File: src/rtl/hsc_pkg.sv
package hsc_pkg;
  typedef enum logic [2:0] {
    ST_IDLE, ST_INIT, ST_ON, ST_LATCH, ST_COOL_UP, ST_COOL_DN
  } hsc_state_e;

  typedef enum logic [2:0] {
    TM_HOLD, TM_CLEAR, TM_SLOW_UP, TM_FAST_UP, TM_SLOW_DN
  } tmr_mode_e;
endpackage

File: src/rtl/hsc_timer.sv
module hsc_timer
  import hsc_pkg::*;
#(
  parameter int ACC_W     = 16,
  parameter int DRN_W     = 6,
  parameter int SLOW_STEP = 1,
  parameter int FAST_STEP = 40
) (
  input  logic             clk_i,
  input  logic             rst_ni,
  input  logic             tick_i,
  input  tmr_mode_e        mode_i,
  input  logic [DRN_W-1:0] drn_code_i,
  input  logic             out_iso_i,
  output logic [ACC_W-1:0] acc_o
);
  localparam int EXT_W = ACC_W + DRN_W + 4;
  localparam logic [EXT_W-1:0] ACC_MAX  = {{(EXT_W-ACC_W){1'b0}}, {ACC_W{1'b1}}};
  localparam logic [EXT_W-1:0] SLOW_EXT = EXT_W'(SLOW_STEP);
  localparam logic [EXT_W-1:0] FAST_EXT = EXT_W'(FAST_STEP);

  logic [ACC_W-1:0] acc_q, acc_d;
  logic [EXT_W-1:0] acc_ext, drn_term, up_step, up_sum;

  // drain term is forced to zero while output is isolated
  assign drn_term = out_iso_i ? '0 : EXT_W'({drn_code_i, 3'b000});
  assign acc_ext  = EXT_W'(acc_q);
  assign up_step  = (mode_i == TM_FAST_UP) ? (FAST_EXT + drn_term) : SLOW_EXT;
  assign up_sum   = acc_ext + up_step;

  always_comb begin
    acc_d = acc_q;
    unique case (mode_i)
      TM_CLEAR: acc_d = '0;
      TM_SLOW_UP, TM_FAST_UP:
        if (tick_i) acc_d = (up_sum > ACC_MAX) ? {ACC_W{1'b1}} : up_sum[ACC_W-1:0];
      TM_SLOW_DN:
        if (tick_i) acc_d = (acc_ext > SLOW_EXT) ? acc_q - SLOW_EXT[ACC_W-1:0] : '0;
      default: acc_d = acc_q;
    endcase
  end

  always_ff @(posedge clk_i or negedge rst_ni) begin
    if (!rst_ni) acc_q <= '0;
    else         acc_q <= acc_d;
  end

  assign acc_o = acc_q;


  no_wrap_chk: assert property (@(posedge clk_i) disable iff (!rst_ni)
    (mode_i == TM_SLOW_UP || mode_i == TM_FAST_UP) |=> acc_q >= $past(acc_q));


  zero_hold_chk: assert property (@(posedge clk_i) disable iff (!rst_ni)
    (mode_i == TM_SLOW_DN && acc_q == '0) |=> acc_q == '0);
endmodule

File: src/rtl/hsc_seq.sv
module hsc_seq
  import hsc_pkg::*;
#(
  parameter int ACC_W = 16,
  parameter int TH_HI = 4000,
  parameter int TH_LO = 100
) (
  input  logic             clk_i,
  input  logic             rst_ni,
  input  logic             uv_ok_i,
  input  logic             lockout_ok_i,
  input  logic             ov_i,
  input  logic             oc_i,
  input  logic             auto_retry_i,
  input  logic             tmr_clr_i,
  input  logic [ACC_W-1:0] acc_i,
  output hsc_state_e       state_o,
  output tmr_mode_e        mode_o
);
  localparam logic [ACC_W-1:0] HI_L = ACC_W'(TH_HI);
  localparam logic [ACC_W-1:0] LO_L = ACC_W'(TH_LO);

  hsc_state_e state_q, state_d;
  tmr_mode_e  mode;
  logic       at_hi, at_lo, supply_ok;

  assign at_hi     = acc_i >= HI_L;
  assign at_lo     = acc_i <= LO_L;
  assign supply_ok = uv_ok_i && lockout_ok_i;

  always_comb begin
    state_d = state_q;
    mode    = TM_HOLD;
    if (!supply_ok) begin
      state_d = ST_IDLE;
      mode    = TM_CLEAR;
    end else begin
      unique case (state_q)
        ST_IDLE: begin
          mode = TM_CLEAR;
          if (!ov_i) state_d = ST_INIT;
        end
        ST_INIT: begin
          if (ov_i) mode = TM_CLEAR;
          else if (at_hi) begin
            mode    = TM_CLEAR;
            state_d = ST_ON;
          end else mode = TM_SLOW_UP;
        end
        ST_ON: begin
          if (at_hi) begin
            mode    = auto_retry_i ? TM_CLEAR : TM_HOLD;
            state_d = auto_retry_i ? ST_COOL_UP : ST_LATCH;
          end else if (oc_i) mode = TM_FAST_UP;
          else               mode = TM_SLOW_DN;
        end
        ST_LATCH: begin
          if (tmr_clr_i) begin
            mode    = TM_CLEAR;
            state_d = ST_IDLE;
          end
        end
        ST_COOL_UP: begin
          if (at_hi) begin
            mode    = TM_SLOW_DN;
            state_d = ST_COOL_DN;
          end else mode = TM_SLOW_UP;
        end
        ST_COOL_DN: begin
          if (at_lo) begin
            mode    = TM_CLEAR;
            state_d = ST_INIT;
          end else mode = TM_SLOW_DN;
        end
        default: begin
          mode    = TM_CLEAR;
          state_d = ST_IDLE;
        end
      endcase
    end
  end

  always_ff @(posedge clk_i or negedge rst_ni) begin
    if (!rst_ni) state_q <= ST_IDLE;
    else         state_q <= state_d;
  end

  assign state_o = state_q;
  assign mode_o  = mode;


  latch_hold_chk: assert property (@(posedge clk_i) disable iff (!rst_ni)
    (state_q == ST_LATCH && supply_ok && !tmr_clr_i) |=> state_q == ST_LATCH);


  init_done_chk: assert property (@(posedge clk_i) disable iff (!rst_ni)
    (state_q == ST_INIT && supply_ok && !ov_i && at_hi) |=> (state_q == ST_ON && acc_i == '0));
endmodule

File: src/rtl/hsc_pgood.sv
module hsc_pgood (
  input  logic clk_i,
  input  logic rst_ni,
  input  logic clr_i,
  input  logic set_i,
  output logic pgood_o
);
  logic pg_q;

  always_ff @(posedge clk_i or negedge rst_ni) begin
    if (!rst_ni)    pg_q <= 1'b0;
    else if (clr_i) pg_q <= 1'b0;
    else if (set_i) pg_q <= 1'b1;
  end

  assign pgood_o = pg_q;


  pg_sticky_chk: assert property (@(posedge clk_i) disable iff (!rst_ni)
    (pg_q && !clr_i) |=> pg_q);
endmodule

File: src/rtl/hot_swap_ctrl.sv
module hot_swap_ctrl
  import hsc_pkg::*;
#(
  parameter int ACC_W     = 16,
  parameter int DRN_W     = 6,
  parameter int SLOW_STEP = 1,
  parameter int FAST_STEP = 40,
  parameter int TH_HI     = 4000,
  parameter int TH_LO     = 100
) (
  input  logic             clk_i,
  input  logic             rst_ni,
  input  logic             uv_ok_i,
  input  logic             ov_i,
  input  logic             lockout_ok_i,
  input  logic             oc_i,
  input  logic             out_low_i,
  input  logic             gate_full_i,
  input  logic             out_iso_i,
  input  logic [DRN_W-1:0] drn_code_i,
  input  logic             auto_retry_i,
  input  logic             tmr_clr_i,
  input  logic             tick_i,
  output logic             gate_en_o,
  output logic             ss_rel_o,
  output logic             pgood_o,
  output logic [ACC_W-1:0] timer_o
);
  hsc_state_e state;
  tmr_mode_e  mode;
  logic       pg_set, pg_clr;

  hsc_seq #(.ACC_W(ACC_W), .TH_HI(TH_HI), .TH_LO(TH_LO)) u_seq (
    .clk_i        (clk_i),
    .rst_ni       (rst_ni),
    .uv_ok_i      (uv_ok_i),
    .lockout_ok_i (lockout_ok_i),
    .ov_i         (ov_i),
    .oc_i         (oc_i),
    .auto_retry_i (auto_retry_i),
    .tmr_clr_i    (tmr_clr_i),
    .acc_i        (timer_o),
    .state_o      (state),
    .mode_o       (mode)
  );

  hsc_timer #(.ACC_W(ACC_W), .DRN_W(DRN_W), .SLOW_STEP(SLOW_STEP),
              .FAST_STEP(FAST_STEP)) u_timer (
    .clk_i      (clk_i),
    .rst_ni     (rst_ni),
    .tick_i     (tick_i),
    .mode_i     (mode),
    .drn_code_i (drn_code_i),
    .out_iso_i  (out_iso_i),
    .acc_o      (timer_o)
  );

  assign pg_clr = !uv_ok_i || !lockout_ok_i;
  assign pg_set = (state == ST_ON) && out_low_i && gate_full_i;

  hsc_pgood u_pgood (
    .clk_i   (clk_i),
    .rst_ni  (rst_ni),
    .clr_i   (pg_clr),
    .set_i   (pg_set),
    .pgood_o (pgood_o)
  );

  // overvoltage masks the gate without touching sequencing state
  assign gate_en_o = (state == ST_ON) && !ov_i;
  assign ss_rel_o  = (state == ST_ON);


  uv_reset_chk: assert property (@(posedge clk_i) disable iff (!rst_ni)
    !uv_ok_i |=> (!gate_en_o && !pgood_o && timer_o == '0));


  ov_keeps_pg_chk: assert property (@(posedge clk_i) disable iff (!rst_ni)
    (ov_i && uv_ok_i && lockout_ok_i && pgood_o) |=> pgood_o);


  ov_keeps_ss_chk: assert property (@(posedge clk_i) disable iff (!rst_ni)
    (ov_i && uv_ok_i && lockout_ok_i && ss_rel_o && timer_o < ACC_W'(TH_HI)) |=> ss_rel_o);
endmodule

File: config.mk
export PLATFORM = sky130hd
export DESIGN_NAME = hot_swap_ctrl
export DESIGN_NICKNAME = d
export VERILOG_FILES = /design/src/rtl/hsc_pkg.sv /design/src/rtl/hsc_timer.sv /design/src/rtl/hsc_seq.sv /design/src/rtl/hsc_pgood.sv /design/src/rtl/hot_swap_ctrl.sv
export SDC_FILE = /design/constraint.sdc
export NUM_CORES = 1
export LEC_CHECK = 0
export BUFFER_PORTS_ARGS = -buffer_cell sky130_fd_sc_hd__buf_2
export CAP_MARGIN = 25
export CORE_MARGIN = 4
export CORE_UTILIZATION = 51
export DETAILED_ROUTE_END_ITERATION = 8
export GPL_ROUTABILITY_DRIVEN = 0
export GPL_TIMING_DRIVEN = 0
export PLACE_DENSITY = 0.86
export SETUP_SLACK_MARGIN = 0.02
export SYNTH_ARGS = -nofsm -noshare
export SYNTH_HDL_FRONTEND = slang
export SYNTH_SLANG_ARGS = --single-unit
File: constraint.sdc
create_clock -name clk_i -period 3.7 [get_ports clk_i]
set_clock_uncertainty 0.15 [all_clocks]
set_input_delay 0.37 -clock clk_i [delete_from_list [all_inputs] [get_ports clk_i]]
set_output_delay 0.37 -clock clk_i [all_outputs]
set_load 0.1 [all_outputs]
After elaboration in Yosys (flattened, before gate mapping). Index checks and enable logic that the tools add are counted. Widths: inputs -> output; s select.

Register bits: 20. Bits in latches: 0. Bits in writable memories: 0. ROM bits: 0. Input bits: 18. Output and inout bits: 19. Logic and storage cells: 71. Memories kept: 0.

Add/sub/neg operators: 3. $mul: 0. Divide/modulo/power cells: 0. $lt $le $gt $ge: 4. Equal/unequal tests: 18. Shifts and indexed selects: 0. Mux-type cells: 29. Bitwise operators: 0. Reduce and logical (&&, ||, !) cells: 14.

Operators by type and width (count): $mux 16 (4); $pmux 16 s3 (1); $mux 3 (15); $add 16x26->26 (1); $add 6x26->26 const A (1); $gt 26x16->1 const B (1); $mux 26 (1); $pmux 3 s6 (1); $ge 16x12->1 const B (1); $gt 16x1->1 const B (1); $le 16x7->1 const B (1); $sub 16x1->16 const B (1); $pmux 3 s5 (1); $eq 3x2->1 const B (4); $ne 3x2->1 const B (4); $eq 3x3->1 const B (3); $mux 9 (1); $ne 3x3->1 const B (3); $reduce_and 7->1 (1); $eq 3x1->1 const B (2); $logic_and 1x1->1 (4); $mux 1 (4); $ne 2x2->1 const B (2); $logic_not 1->1 (3); 7 further kinds (7).

Logic depth before layout (Yosys ltp). Gate-level depths: netlist of the first run.

Word-level depth: 12. Depth in mapped cells: 16.

Hierarchy. A second synthesis of the first run with hierarchy kept.

Cells, all modules: 287. Area, all modules: 2202.1 µm².

By module, submodules not included: hsc_timer (times used 1, cells an instance 226, area each 1719.1 µm², seq. area each 400.4 µm²); hsc_seq (times used 1, cells an instance 55, area each 419.2 µm², seq. area each 75.1 µm²); hsc_pgood (times used 1, cells an instance 2, area each 35.0 µm², seq. area each 25.0 µm²); hot_swap_ctrl (times used 1, cells an instance 4, area each 28.8 µm², seq. area each 0.0 µm²).

Worst setup path after synthesis of the first run. No wires, ideal clock.

Kind: register to register. Start: register u_timer.acc_q[5], in the netlist u_timer.acc_o[5]. End: register u_timer.acc_q[4], in the netlist u_timer.acc_o[4]. Arrival: 4259 ps. Data required time: 3467 ps. Path slack: -792 ps. Stages on the path, launching flop included: 16. Path buffers: 1. Clock period less this slack: 4492 ps. Cells stage by stage: dfrtp_1 -> buf_2 -> nor2_1 -> o31a_1 -> mux2_4 -> a2111oi_4 -> nand2b_1 -> ha_1 -> ha_1 -> nand3_1 -> o2bb2ai_1 -> o31a_1 -> nor3_1 -> o21ai_0 -> o31a_1 -> o21ai_0.

Word-level cells in the longest chain between the ends: 12. Elaborated cells on any way between the ends: 27. Those cells by class: add/sub (1); order compare (4); eq/ne (6); mux (13); reduce/logical (3).

RTL lines: from (decl) (RTL line hsc_timer.sv:22) `logic [ACC_W-1:0] acc_q, acc_d;`; from (signal assigned) (RTL line hsc_timer.sv:44) `if (!rst_ni) acc_q <= '0;`; from (signal assigned) (RTL line hsc_timer.sv:45) `else acc_q <= acc_d;`; $ge 16x12->1 (RTL line hsc_seq.sv:27) `assign at_hi = acc_i >= HI_L;`; $mux 2 (RTL line hsc_seq.sv:45) `else if (at_hi) begin`; $mux 3 (RTL line hsc_seq.sv:44) `if (ov_i) mode = TM_CLEAR;`; $pmux 3 s5 (RTL line hsc_seq.sv:38) `unique case (state_q)`; $mux 3 (RTL line hsc_seq.sv:34) `if (!supply_ok) begin`; $eq 3x2->1 (RTL line hsc_timer.sv:28, hsc_timer.sv:33); $mux 26 (RTL line hsc_timer.sv:28) `assign up_step = (mode_i == TM_FAST_UP) ? (FAST_EXT + drn_term) : SLOW_EXT;`; $add 16x26->26 (RTL line hsc_timer.sv:29) `assign up_sum = acc_ext + up_step;`; $gt 26x16->1 (RTL line hsc_timer.sv:36) `if (tick_i) acc_d = (up_sum > ACC_MAX) ? {ACC_W{1'b1}} : up_sum[ACC_W-1:0];`; $mux 16 (2 in a row) (RTL line hsc_timer.sv:36); $pmux 16 s3 (RTL line hsc_timer.sv:33) `unique case (mode_i)`.

Several ways; a longest one is shown, not always the timed one. The select of a mux whose other input is x is not followed. A chain may end at the register's enable or synchronous reset.

Worst setup path after layout of the first run.
Start: register u_timer.acc_q[14], in the netlist u_timer.acc_o[14]. End: register u_timer.acc_q[4], in the netlist u_timer.acc_o[4].

The elaborated chain is that of the path after synthesis.

==> results_dict.tcl, run 1 <==
set metrics [dict create \
    timing.slew.headroom_pct 66.45 \
    num_vias 2482 \
    initial_utilization_pct 53.04 \
    synth_edf_count 0 \
    synth_common_cells "33 x nor2_1, 21 x a21oi_1, 20 x dfrtp_1, 19 x o21ai_0, 15 x nand2_1" \
    antenna_found_initial 0 \
    clk_pin_slew_ps 80 \
    grt_overflow 0 \
    synth-seq-area-share_pct 23.42 \
    hold_path_depth 3 \
    rrSetupSlack_ps -190 \
    ir_drop_mv 0.1211 \
    setup_viol_count_final 10 \
    worstPathRequired_ps 3730 \
    insertion_delay_ps 280 \
    ys_ff_latch 20 \
    cap_violations 0 \
    cp_slowest_cell "dfrtp_4" \
    max_stage_delay_ps 520 \
    holdCritStartpoint "out_low_i" \
    synthTopCellsByArea "dfrtp_1 23%, ha_1 7.6%, nor2_1 5.8%" \
    num_rows 23 \
    cp-start-kind "flop" \
    cts_tree "yes" \
    syn2layout_area_growth_pct 38.58 \
    diodes 0 \
    hold_violations 0 \
    first_pass_iters 4 \
    crit_chain "nor4_4 > o31a_1 > mux2_4 > a2111oi_4 > nand2b_4 > nor2_2 > ha_4 > o21a_1 > o2bb2ai_4 > o31a_1 > nor3_4 > o21ai_1 > o31a_1 > o21ai_1" \
    drt_iter0_drc 123 \
    synth_cell_types 60 \
    p_leak_nw 1.252 \
    pwr-share-comb_pct 12.8 \
    critPathCaptureType "flop" \
    min_path_type "primary input to flop" \
    cts_made_buffers 3 \
    arrival_ps 3920 \
    grt_max_degree 21 \
    p_per_area_nw_per_um2 154.6 \
    p_switching_mw 0.1202 \
    grt_pass1_vias 2395 \
    r2r-start "u_timer.acc_o[14]" \
    synth_area_um2 2137 \
    die_area_um2 5290 \
    seq_area_um2 531.8 \
    nNetsFinal 367 \
    cpMostUsedCell "o31a_1" \
    path_class "flop to flop" \
    grt_first_pass_wirelength_um 10880 \
    synth_top_area_share_pct 23.42 \
    outcome "finished, violations left" \
    htree_num_levels 1 \
    total_power_mw 0.4579 \
    die_height_um 72.73 \
    path_max_fanout 6 \
    synthArstFlopShare_pct 100.0 \
    yosys_warnings 0 \
    hpwl_um 4430 \
    core_um2 4029 \
    io-pin-count 37 \
    drc 0 \
    drtAntennaViolNets 0 \
    synth_ff_type "dfrtp_1" \
    intPower_mw 0.3377 \
    period_needed_ps 3887 \
    n_fill_cell 306 \
    postSynthAreaPerCell_um2 7.974 \
    viasPerCell 6.447 \
    clockPowerShare_pct 38.9 \
    period_share_pct 105.1 \
    synth_nets 299 \
    numPortBuffers 36 \
    final_max_slew_viol_count 0 \
    cts_sinks 20 \
    fin_util_pct 73.51 \
    setup_slack_ps -187.3 \
    hold_end "u_pgood.pgood_o" \
    chipWidth_um 72.73 \
    syn_inst 268 \
    worst_pin_slew_ps 506.8 \
    seqPwrFrac_pct 48.4 \
    cts_max_path_buffers 2 \
    reg2reg_to "u_timer.acc_o[4]" \
    grtUsageTotal_pct 25.88 \
    synth_top_cell_by_area "dfrtp_1" \
    rsz0062_at_grt "true" \
    drt_wl_total_um 6805 \
    root_buffer "clkbuf_8" \
    fmax_mhz 257.2 \
    wl_per_cell_um 17.68 \
    reg2regPathDepth 14 \
    violations "setup timing" \
    switching_share_pct 26.25 \
    drive_gt1_share_pct 41.79 \
    multi_input_area_um2 1807 \
    post-synth-top-count-cell "nor2_1" \
]
[cells in the final DEF (no fill, tap or decap), types with 3 or more instances in the layout]
cell      instances
xor2_1            6
nor2_2           12
ha_4              8
clkbuf_8          4
o31ai_1           3
a31oi_1           6
nor4_1            6
o211ai_1          3
a21oi_1          16
clkbuf_1          3
nor2_1           21
a21oi_2           4
buf_4            28
nand2_2           3
o21ai_0          15
nand2_1          13
inv_1             5
xnor2_1           6
buf_2            36
dfrtp_1           5
nor2b_1           7
ha_1              5
o31a_1            3
dfrtp_2          10
o21ai_1           9
buf_6             6
o21a_1            6
nor3_1            9
nand3_1           5
nand2b_1          8
dfrtp_4           5
[registers in the layout (all words and copies together), names as in the netlist]
name             cells
u_seq.state_o        3
u_pgood.pgood_o      1
u_timer.acc_o       16
[final cells by class]
type,instances,share of cell area (%)
Sequential cell,20,17.96
Multi-Input combinational cell,230,61.01
Clock buffer,4,1.859
Buffer,11,2.915
Inverter,6,0.7605
Tap cell,50,2.112
Timing Repair Buffer,64,13.39
[timing repair]
action                                 CTS  global route
resized for setup                       19            27
setup buffers                           21             6
pin swaps                               29            29
endpoints found under the hold margin   20             0
hold buffers                             1             0
setup endpoints to repair               12            12
[how the worst max path moves through the flow]
stage	slack, ps	to	from
after floorplan	-120	u_timer.acc_o[0]	u_timer.acc_o[14]
after global placement	-420	u_timer.acc_o[4]	u_timer.acc_o[14]
after CTS	-200	u_timer.acc_o[4]	u_timer.acc_o[12]
after detailed placement	-440	u_timer.acc_o[4]	u_timer.acc_o[14]
after global routing	-360	u_timer.acc_o[3]	u_timer.acc_o[14]
final	-190	u_timer.acc_o[4]	u_timer.acc_o[14]
[worst max-delay path, delay by kind of cell (launching register included)]
| kind | cells | cell delay (ps) |
|---|---|---|
| compound gates | 8 | 1590 |
| simple gates | 4 | 950 |
| flops | 1 | 520 |
| mux | 1 | 330 |
| fa+ha+maj | 1 | 270 |
[power groups by stage]
stage	Clock [mW]	Sequential [mW]	Combinational [mW]
2_1_floorplan	0	0.228	0.0277
3_3_place_gp	0	0.225	0.0531
3_5_place_dp	0	0.226	0.0546
4_1_cts	0.178	0.221	0.0569
5_1_grt	0.187	0.222	0.0649
6_report	0.178	0.222	0.0584
[kinds of logic (layout without fill, tap and decap cells)]
family / after synthesis / after routing / synth area share [%]
AOI/OAI and AO/OA: 96 / 96 / 31.56
and+or+nand+nor: 107 / 107 / 26.35
adders and majority gates: 13 / 13 / 7.611
buffers and inverters: 18 / 85 / 4.976
muxes: 2 / 2 / 1.171
DFF: 20 / 20 / 23.42
xor gates and xnor gates: 12 / 12 / 4.918
[per-stage QoR]
step           hold WS (ps)  setup slack, ps  TNS [ps]  area, um^2  std cells
2_1_floorplan        -75.59           -124.6    -873.6        2221        268
3_3_place_gp          199.4           -424.9     -3498        2464        354
3_5_place_dp          211.3           -436.1     -3878        2464        354
4_1_cts               206.7           -196.2     -1736        2766        379
5_1_grt               241.5           -360.0     -3306        2962        385
6_report              199.3           -187.3     -1517        2962        385
[routing by layer]
layer	vias to the layer above	wire length, um	GRT usage, %
li1	1155	-	-
met1	1181	2758	32.03
met2	123	3355	43.29
met3	23	457	3.444
met4	0	234	14.14
met5	-	0	0
Note: power is estimated with default switching activity, not from simulation.
==> run 2: changes to the inputs <==
--- a/config.mk
+++ b/config.mk
@@ -5,14 +5,15 @@
 export SDC_FILE = /design/constraint.sdc
 export NUM_CORES = 1
 export LEC_CHECK = 0
+export ABC_AREA = 1
 export BUFFER_PORTS_ARGS = -buffer_cell sky130_fd_sc_hd__buf_2
 export CAP_MARGIN = 25
 export CORE_MARGIN = 4
-export CORE_UTILIZATION = 51
+export CORE_UTILIZATION = 53
 export DETAILED_ROUTE_END_ITERATION = 8
 export GPL_ROUTABILITY_DRIVEN = 0
 export GPL_TIMING_DRIVEN = 0
-export PLACE_DENSITY = 0.86
+export PLACE_DENSITY = 0.87
 export SETUP_SLACK_MARGIN = 0.02
 export SYNTH_ARGS = -nofsm -noshare
 export SYNTH_HDL_FRONTEND = slang
==> results_dict.tcl, run 2 <==
set metrics [dict create \
    switching_share_pct 28.94 \
    synthAdderAreaFrac_pct 6.295 \
    fmax_mhz 292.3 \
    postSynthAreaPerCell_um2 5.679 \
    synth_mux_area_share_pct 0 \
    p_switching_mw 0.1398 \
    fin_util_pct 64.00 \
    cap_violations 0 \
    clk_pin_slew_ps 80 \
    ir_drop_mv 0.1050 \
    core_um2 4723 \
    seqPwrFrac_pct 46.1 \
    setup_slack_ps 278.3 \
    synth-seq-area-share_pct 19.37 \
    die_area_um2 6056 \
    synth_edf_count 0 \
    synth_compound_area_share_pct 6.053 \
    htree_num_levels 1 \
    path_max_fanout 10 \
    num_vias 3016 \
    drive_gt1_share_pct 18.13 \
    period_needed_ps 3422 \
    synth_area_um2 2584 \
    cp-start-kind "flop" \
    initial_utilization_pct 54.70 \
    cts_tree "yes" \
    final_max_slew_viol_count 0 \
    hold_violations 0 \
    first_pass_iters 5 \
    cts_max_path_buffers 2 \
    synth_common_cells "174 x nand2_1, 62 x nor2_1, 54 x nand3_1, 51 x inv_1, 20 x dfrtp_1" \
    synth_top_family_by_area "simple AND/OR/NAND/NOR gates" \
    tns_ps 0 \
    grt_overflow 0 \
    critPathCaptureType "flop" \
    hpwl_um 5466 \
    syn2layout_area_growth_pct 17.00 \
    worstPathRequired_ps 3710 \
    clockPowerShare_pct 36.0 \
    num_rows 25 \
    antenna_found_initial 0 \
    most-common-layout-cells "172 x nand2_1, 57 x nor2_1, 54 x nand3_1" \
    grt_first_pass_wirelength_um 12430 \
    cts_made_buffers 3 \
    nNetsFinal 534 \
    place_ws_ps -179.2 \
    holdWs_ps 196.9 \
    p_leak_nw 1.863 \
    path_class "flop to flop" \
    insertion_delay_ps 260 \
    layout_commonest_cell "nand2_1" \
    chipWidth_um 77.82 \
    drt_wl_total_um 7309 \
    yosys_warnings 0 \
    yosys.area_share.simple_pct 53.17 \
    die_height_um 77.82 \
    grt_pass1_vias 2918 \
    diodes 0 \
    drtAntennaViolNets 0 \
    setup_viol_count_final 0 \
    io-pin-count 37 \
    largest_reg_flops 16 \
    numPortBuffers 36 \
    wl_per_cell_um 12.85 \
    worst_pin_slew_ps 494.8 \
    final_area_um2 3023 \
    rsz0062_at_grt "false" \
    min_path_type "primary input to flop" \
    dp_cells 558 \
    drt_iter0_drc 256 \
    n_fill_cell 442 \
    total_power_mw 0.4832 \
    grt_max_degree 21 \
    synth_ff_type "dfrtp_1" \
    synthTopCellsByArea "nand2_1 25%, dfrtp_1 19%, nand3_1 10%" \
    intPower_mw 0.3434 \
    viasPerCell 5.301 \
    rrSetupSlack_ps 280 \
    syn_inst 455 \
    arrival_ps 3430 \
    drc 0 \
    stdcell_count 569 \
    synth_top_cell_by_area "nand2_1" \
    cts_sinks 20 \
    place_area_um2 2869 \
    period_share_pct 92.48 \
    root_buffer "clkbuf_8" \
    grtUsageTotal_pct 25.00 \
    synth-xor-area-share_pct 4.746 \
    synth_nets 486 \
    timing.slew.headroom_pct 67.01 \
    outcome "complete, no violations" \
    post-synth-top-count-cell "nand2_1" \
    ys_ff_latch 20 \
    synth_cell_types 35 \
    pwr-share-comb_pct 17.9 \
    synth_top_area_share_pct 25.28 \
    p_per_area_nw_per_um2 159.8 \
    synthArstFlopShare_pct 100.0 \
]
==> run 2: cell count changes after synthesis, sizes merged, moves of 7 or more <==
cell    delta
nand2b     -9
inv       +47
nor2b      -7
nor4       -9
nand3     +49
a21oi     -10
nand2    +164
nor2      +32
nor3       -8
o21ai     -16
==> run 2: power by group through the flow <==
| stage | sequential [mW] | clock [mW] | combinational, mW |
|---|---|---|---|
| 2_1_floorplan | 0.228 | 0 | 0.0525 |
| 3_3_place_gp | 0.227 | 0 | 0.0796 |
| 3_5_place_dp | 0.227 | 0 | 0.0815 |
| 4_1_cts | 0.222 | 0.174 | 0.0829 |
| 5_1_grt | 0.223 | 0.185 | 0.0963 |
| 6_report | 0.223 | 0.174 | 0.0866 |
==> run 2: layer usage <==
layer	up-vias	GRT usage, %	wire, um
met3	24	2.668	433
met5	-	0	0
met4	0	13.52	276
li1	1528	-	-
met1	1344	29.33	3086
met2	120	44.18	3513
==> run 2: repair_timing <==
item | in CTS | in global routing
hold buffers | 1 | 0
gates resized for setup | 3 | 12
endpoints found under the setup margin | 10 | 13
buffers inserted | 0 | 6
pin swaps | 0 | 3
endpoints found under the hold margin | 20 | 0
cloned | 0 | 0
==> run 2: critical path, cell delays in order (launching register included) <==
cell and delay (ps):
dfrtp_1 430, inv_1 190, nand2_1 100, nand3_1 120, nand2_1 90, nor2_2 140
nand2_2 110, inv_2 120, buf_6 160, o21ai_4 120, nor2_2 130, ha_1 290
nand2_1 130, inv_1 50, a21oi_1 200, nand2_1 120, a21oi_2 210, buf_6 160
nand2_1 60, nand2_1 60, nand2_1 50, nand3_1 80, nand2_1 60
==> run 2: final cells by class <==
cell class	instances	area [um^2]	area share [%]
Multi-Input combinational cell	371	1852	61.26
Sequential cell	20	515.5	17.05
Timing Repair Buffer	43	235.2	7.781
Inverter	54	202.7	6.705
Tap cell	67	83.83	2.773
Buffer	10	78.83	2.608
Clock buffer	4	55.05	1.821
==> run 2: logic make-up (layout without fill, tap and decap cells) <==
kind of cell / Yosys count / in the layout
compound gates: 27 / 27
buf+inv: 64 / 111
simple gates: 317 / 317
fa+ha+maj: 13 / 13
flops: 20 / 20
xor+xnor: 14 / 14
==> run 2: worst paths after layout <==
check,start,depth (start not counted),end
worst min register to register,u_pgood.pgood_o,2,u_pgood.pgood_o
worst min-delay path,uv_ok_i,3,u_pgood.pgood_o
min in group asynchronous,rst_ni,2,u_pgood.pgood_o
worst max-delay path,u_seq.state_o[1],22,u_timer.acc_o[6]
max in group asynchronous,rst_ni,2,u_timer.acc_o[8]
worst max register to register,u_seq.state_o[1],22,u_timer.acc_o[6]
==> run 3: changes to the inputs <==
--- a/config.mk
+++ b/config.mk
@@ -13,8 +13,9 @@
 export DETAILED_ROUTE_END_ITERATION = 8
 export GPL_ROUTABILITY_DRIVEN = 0
 export GPL_TIMING_DRIVEN = 0
-export PLACE_DENSITY = 0.87
+export PLACE_DENSITY = 0.86
 export SETUP_SLACK_MARGIN = 0.02
 export SYNTH_ARGS = -nofsm -noshare
 export SYNTH_HDL_FRONTEND = slang
+export SYNTH_HIERARCHICAL = 1
 export SYNTH_SLANG_ARGS = --single-unit
==> results_dict.tcl, run 3 <==
set metrics [dict create \
    outcome "complete, no violations" \
    place_area_um2 3024 \
    critPathCaptureType "flop" \
    grt_overflow 0 \
    drtAntennaViolNets 0 \
    drt_iter0_drc 253 \
    clk_pin_slew_ps 80 \
    drc 0 \
    p_per_area_nw_per_um2 199.7 \
    synthTopCellsByArea "dfrtp_1 18%, nand2_1 16%, nor2_1 10%" \
    num_rows 25 \
    hpwl_um 5676 \
    cap_violations 0 \
    grt_pass1_vias 2801 \
    grt_max_degree 21 \
    synth_nets 486 \
    largest_reg_flops 16 \
    dp_cells 560 \
    cp-start-kind "flop" \
    final_area_um2 3192 \
    cts_max_path_buffers 2 \
    drt_wl_total_um 7294 \
    post-synth-top-count-cell "nand2_1" \
    first_pass_iters 5 \
    final_max_slew_viol_count 0 \
    root_buffer "clkbuf_8" \
    insertion_delay_ps 260 \
    worst_pin_slew_ps 488.6 \
    holdWs_ps 174.0 \
    grt_first_pass_wirelength_um 12450 \
    drive_gt1_share_pct 24.70 \
    layout_commonest_cell "nand2_1" \
    synth_edf_count 0 \
    synth-seq-area-share_pct 18.19 \
    arrival_ps 3410 \
    synthArstFlopShare_pct 100.0 \
    rsz0062_at_grt "false" \
    die_height_um 80.05 \
    p_leak_nw 1.878 \
    nNetsFinal 536 \
    antenna_found_initial 0 \
    synth_cell_types 38 \
    timing.slew.headroom_pct 67.65 \
    numPortBuffers 36 \
    viasPerCell 5.407 \
    syn2layout_area_growth_pct 16.01 \
    setup_viol_count_final 0 \
    io-pin-count 37 \
    cts_sinks 20 \
    syn_inst 457 \
    synth_common_cells "117 x nand2_1, 76 x nor2_1, 54 x inv_1, 32 x nand3_1, 25 x a21oi_1" \
    cts_tree "yes" \
    synth_area_um2 2751 \
    wl_per_cell_um 12.73 \
    ir_drop_mv 0.2279 \
    synth_ff_type "dfrtp_1" \
    fin_util_pct 65.41 \
    chipWidth_um 80.05 \
    yosys_warnings 6 \
    synth_top_cell_by_area "dfrtp_1" \
    path_max_fanout 8 \
    htree_num_levels 1 \
    grtUsageTotal_pct 23.89 \
    stdcell_count 573 \
    worstPathRequired_ps 3700 \
    ys_ff_latch 20 \
    initial_utilization_pct 56.38 \
    synth_top_area_share_pct 18.19 \
    num_vias 3098 \
    die_area_um2 6408 \
    diodes 0 \
    path_class "flop to flop" \
    postSynthAreaPerCell_um2 6.021 \
    period_share_pct 92.10 \
    core_um2 4880 \
    period_needed_ps 3408 \
    cts_made_buffers 3 \
    fmax_mhz 293.5 \
    min_path_type "primary input to flop" \
    most-common-layout-cells "116 x nand2_1, 74 x nor2_1, 54 x inv_1" \
    hold_violations 0 \
]
==> run 3: cell types whose count changed in the layout (fill, tap and decap cells not counted), sizes merged, moves of 2 or more <==
cell and delta:
nor2 +24, nand3b -2, nor3 +2, ha -2, xnor2 +4, nand2 -49
a21oi +18, nand4 +3, nand3 -20, o21ai +13, inv +11, buf +3
==> run 3: what timing repair did <==
item	4_1_cts	5_1_grt
pin swaps	1	3
buffers inserted	1	6
hold buffers	1	0
gates cloned	0	1
endpoints found under the setup margin	15	15
gates resized for setup	3	7
hold endpoints to repair	20	0
==> run 3: layer usage <==
layer / part of all wire, % / GRT usage, %
met1: 45 / 31.55
met2: 48 / 40.40
met4: 2.1 / 5.574
met3: 5.4 / 4.148
met5: 0 / 0
==> run 3: path summary, 6_finish.rpt <==
kind	from	to	slack (ps)	cells after the start
setup / recovery	u_timer/acc_o[6]	u_timer/acc_o[2]	290	21
hold / removal	lockout_ok_i	u_pgood/pgood_o	170	3
setup reg to reg	u_timer/acc_o[6]	u_timer/acc_o[2]	290	21
hold reg to reg	u_pgood/pgood_o	u_pgood/pgood_o	340	2
max in group asynchronous	rst_ni	u_timer/acc_o[5]	2600	2
min in group asynchronous	rst_ni	u_timer/acc_o[10]	440	2
==> run 3: cell families after synthesis <==
group	count (synthesis)	share of synthesized area, %
compound gates	56	12.28
xor+xnor	17	5.412
fa+ha+maj	11	5.002
buf+inv	75	12.23
simple gates	278	46.88
flops	20	18.19
==> run 3: cell type report <==
type | instances | area [um^2]
repair buffers | 45 | 247.7
clock buffers | 4 | 55.05
inverters | 65 | 244.0
plain buffers | 10 | 92.59
well taps | 67 | 83.83
flip-flops and latches | 20 | 509.2
multi-input cells | 362 | 1959
fillers | 455 | 1688
==> run 3: critical path, cell delays in order (launching register included) <==
cell	delay [ps]
dfrtp_2	480
nor2_1	130
nor2_1	50
nand2_1	90
nand2_4	80
inv_1	90
nand2_1	90
nor2_4	150
inv_1	90
nor2_4	140
nand2_4	110
nor3_2	190
ha_1	300
nand2_2	120
inv_2	50
a21oi_2	140
nand2_2	90
a21oi_4	280
buf_4	160
o21ai_0	90
a21oi_1	150
nor2_1	60
==> run 3: power breakdown <==
group	switching [mW]	leakage [nW]	internal [mW]
Clock	0.0757	0.0288	0.0948
Combinational	0.156	1.58	0.0751
Sequential	0.0110	0.266	0.225
Total	0.243	1.88	0.395
==> run 3: per-stage QoR <==
stage | power [mW] | setup slack (ps) | TNS [ps]
detailed placement | 0.4631 | -234.0 | -2313
global route | 0.6765 | 11.93 | 0
CTS | 0.6360 | 205.0 | 0
floorplan | 0.4144 | 42.20 | 0
finish | 0.6375 | 292.3 | 0
global placement | 0.4582 | -146.6 | -1132
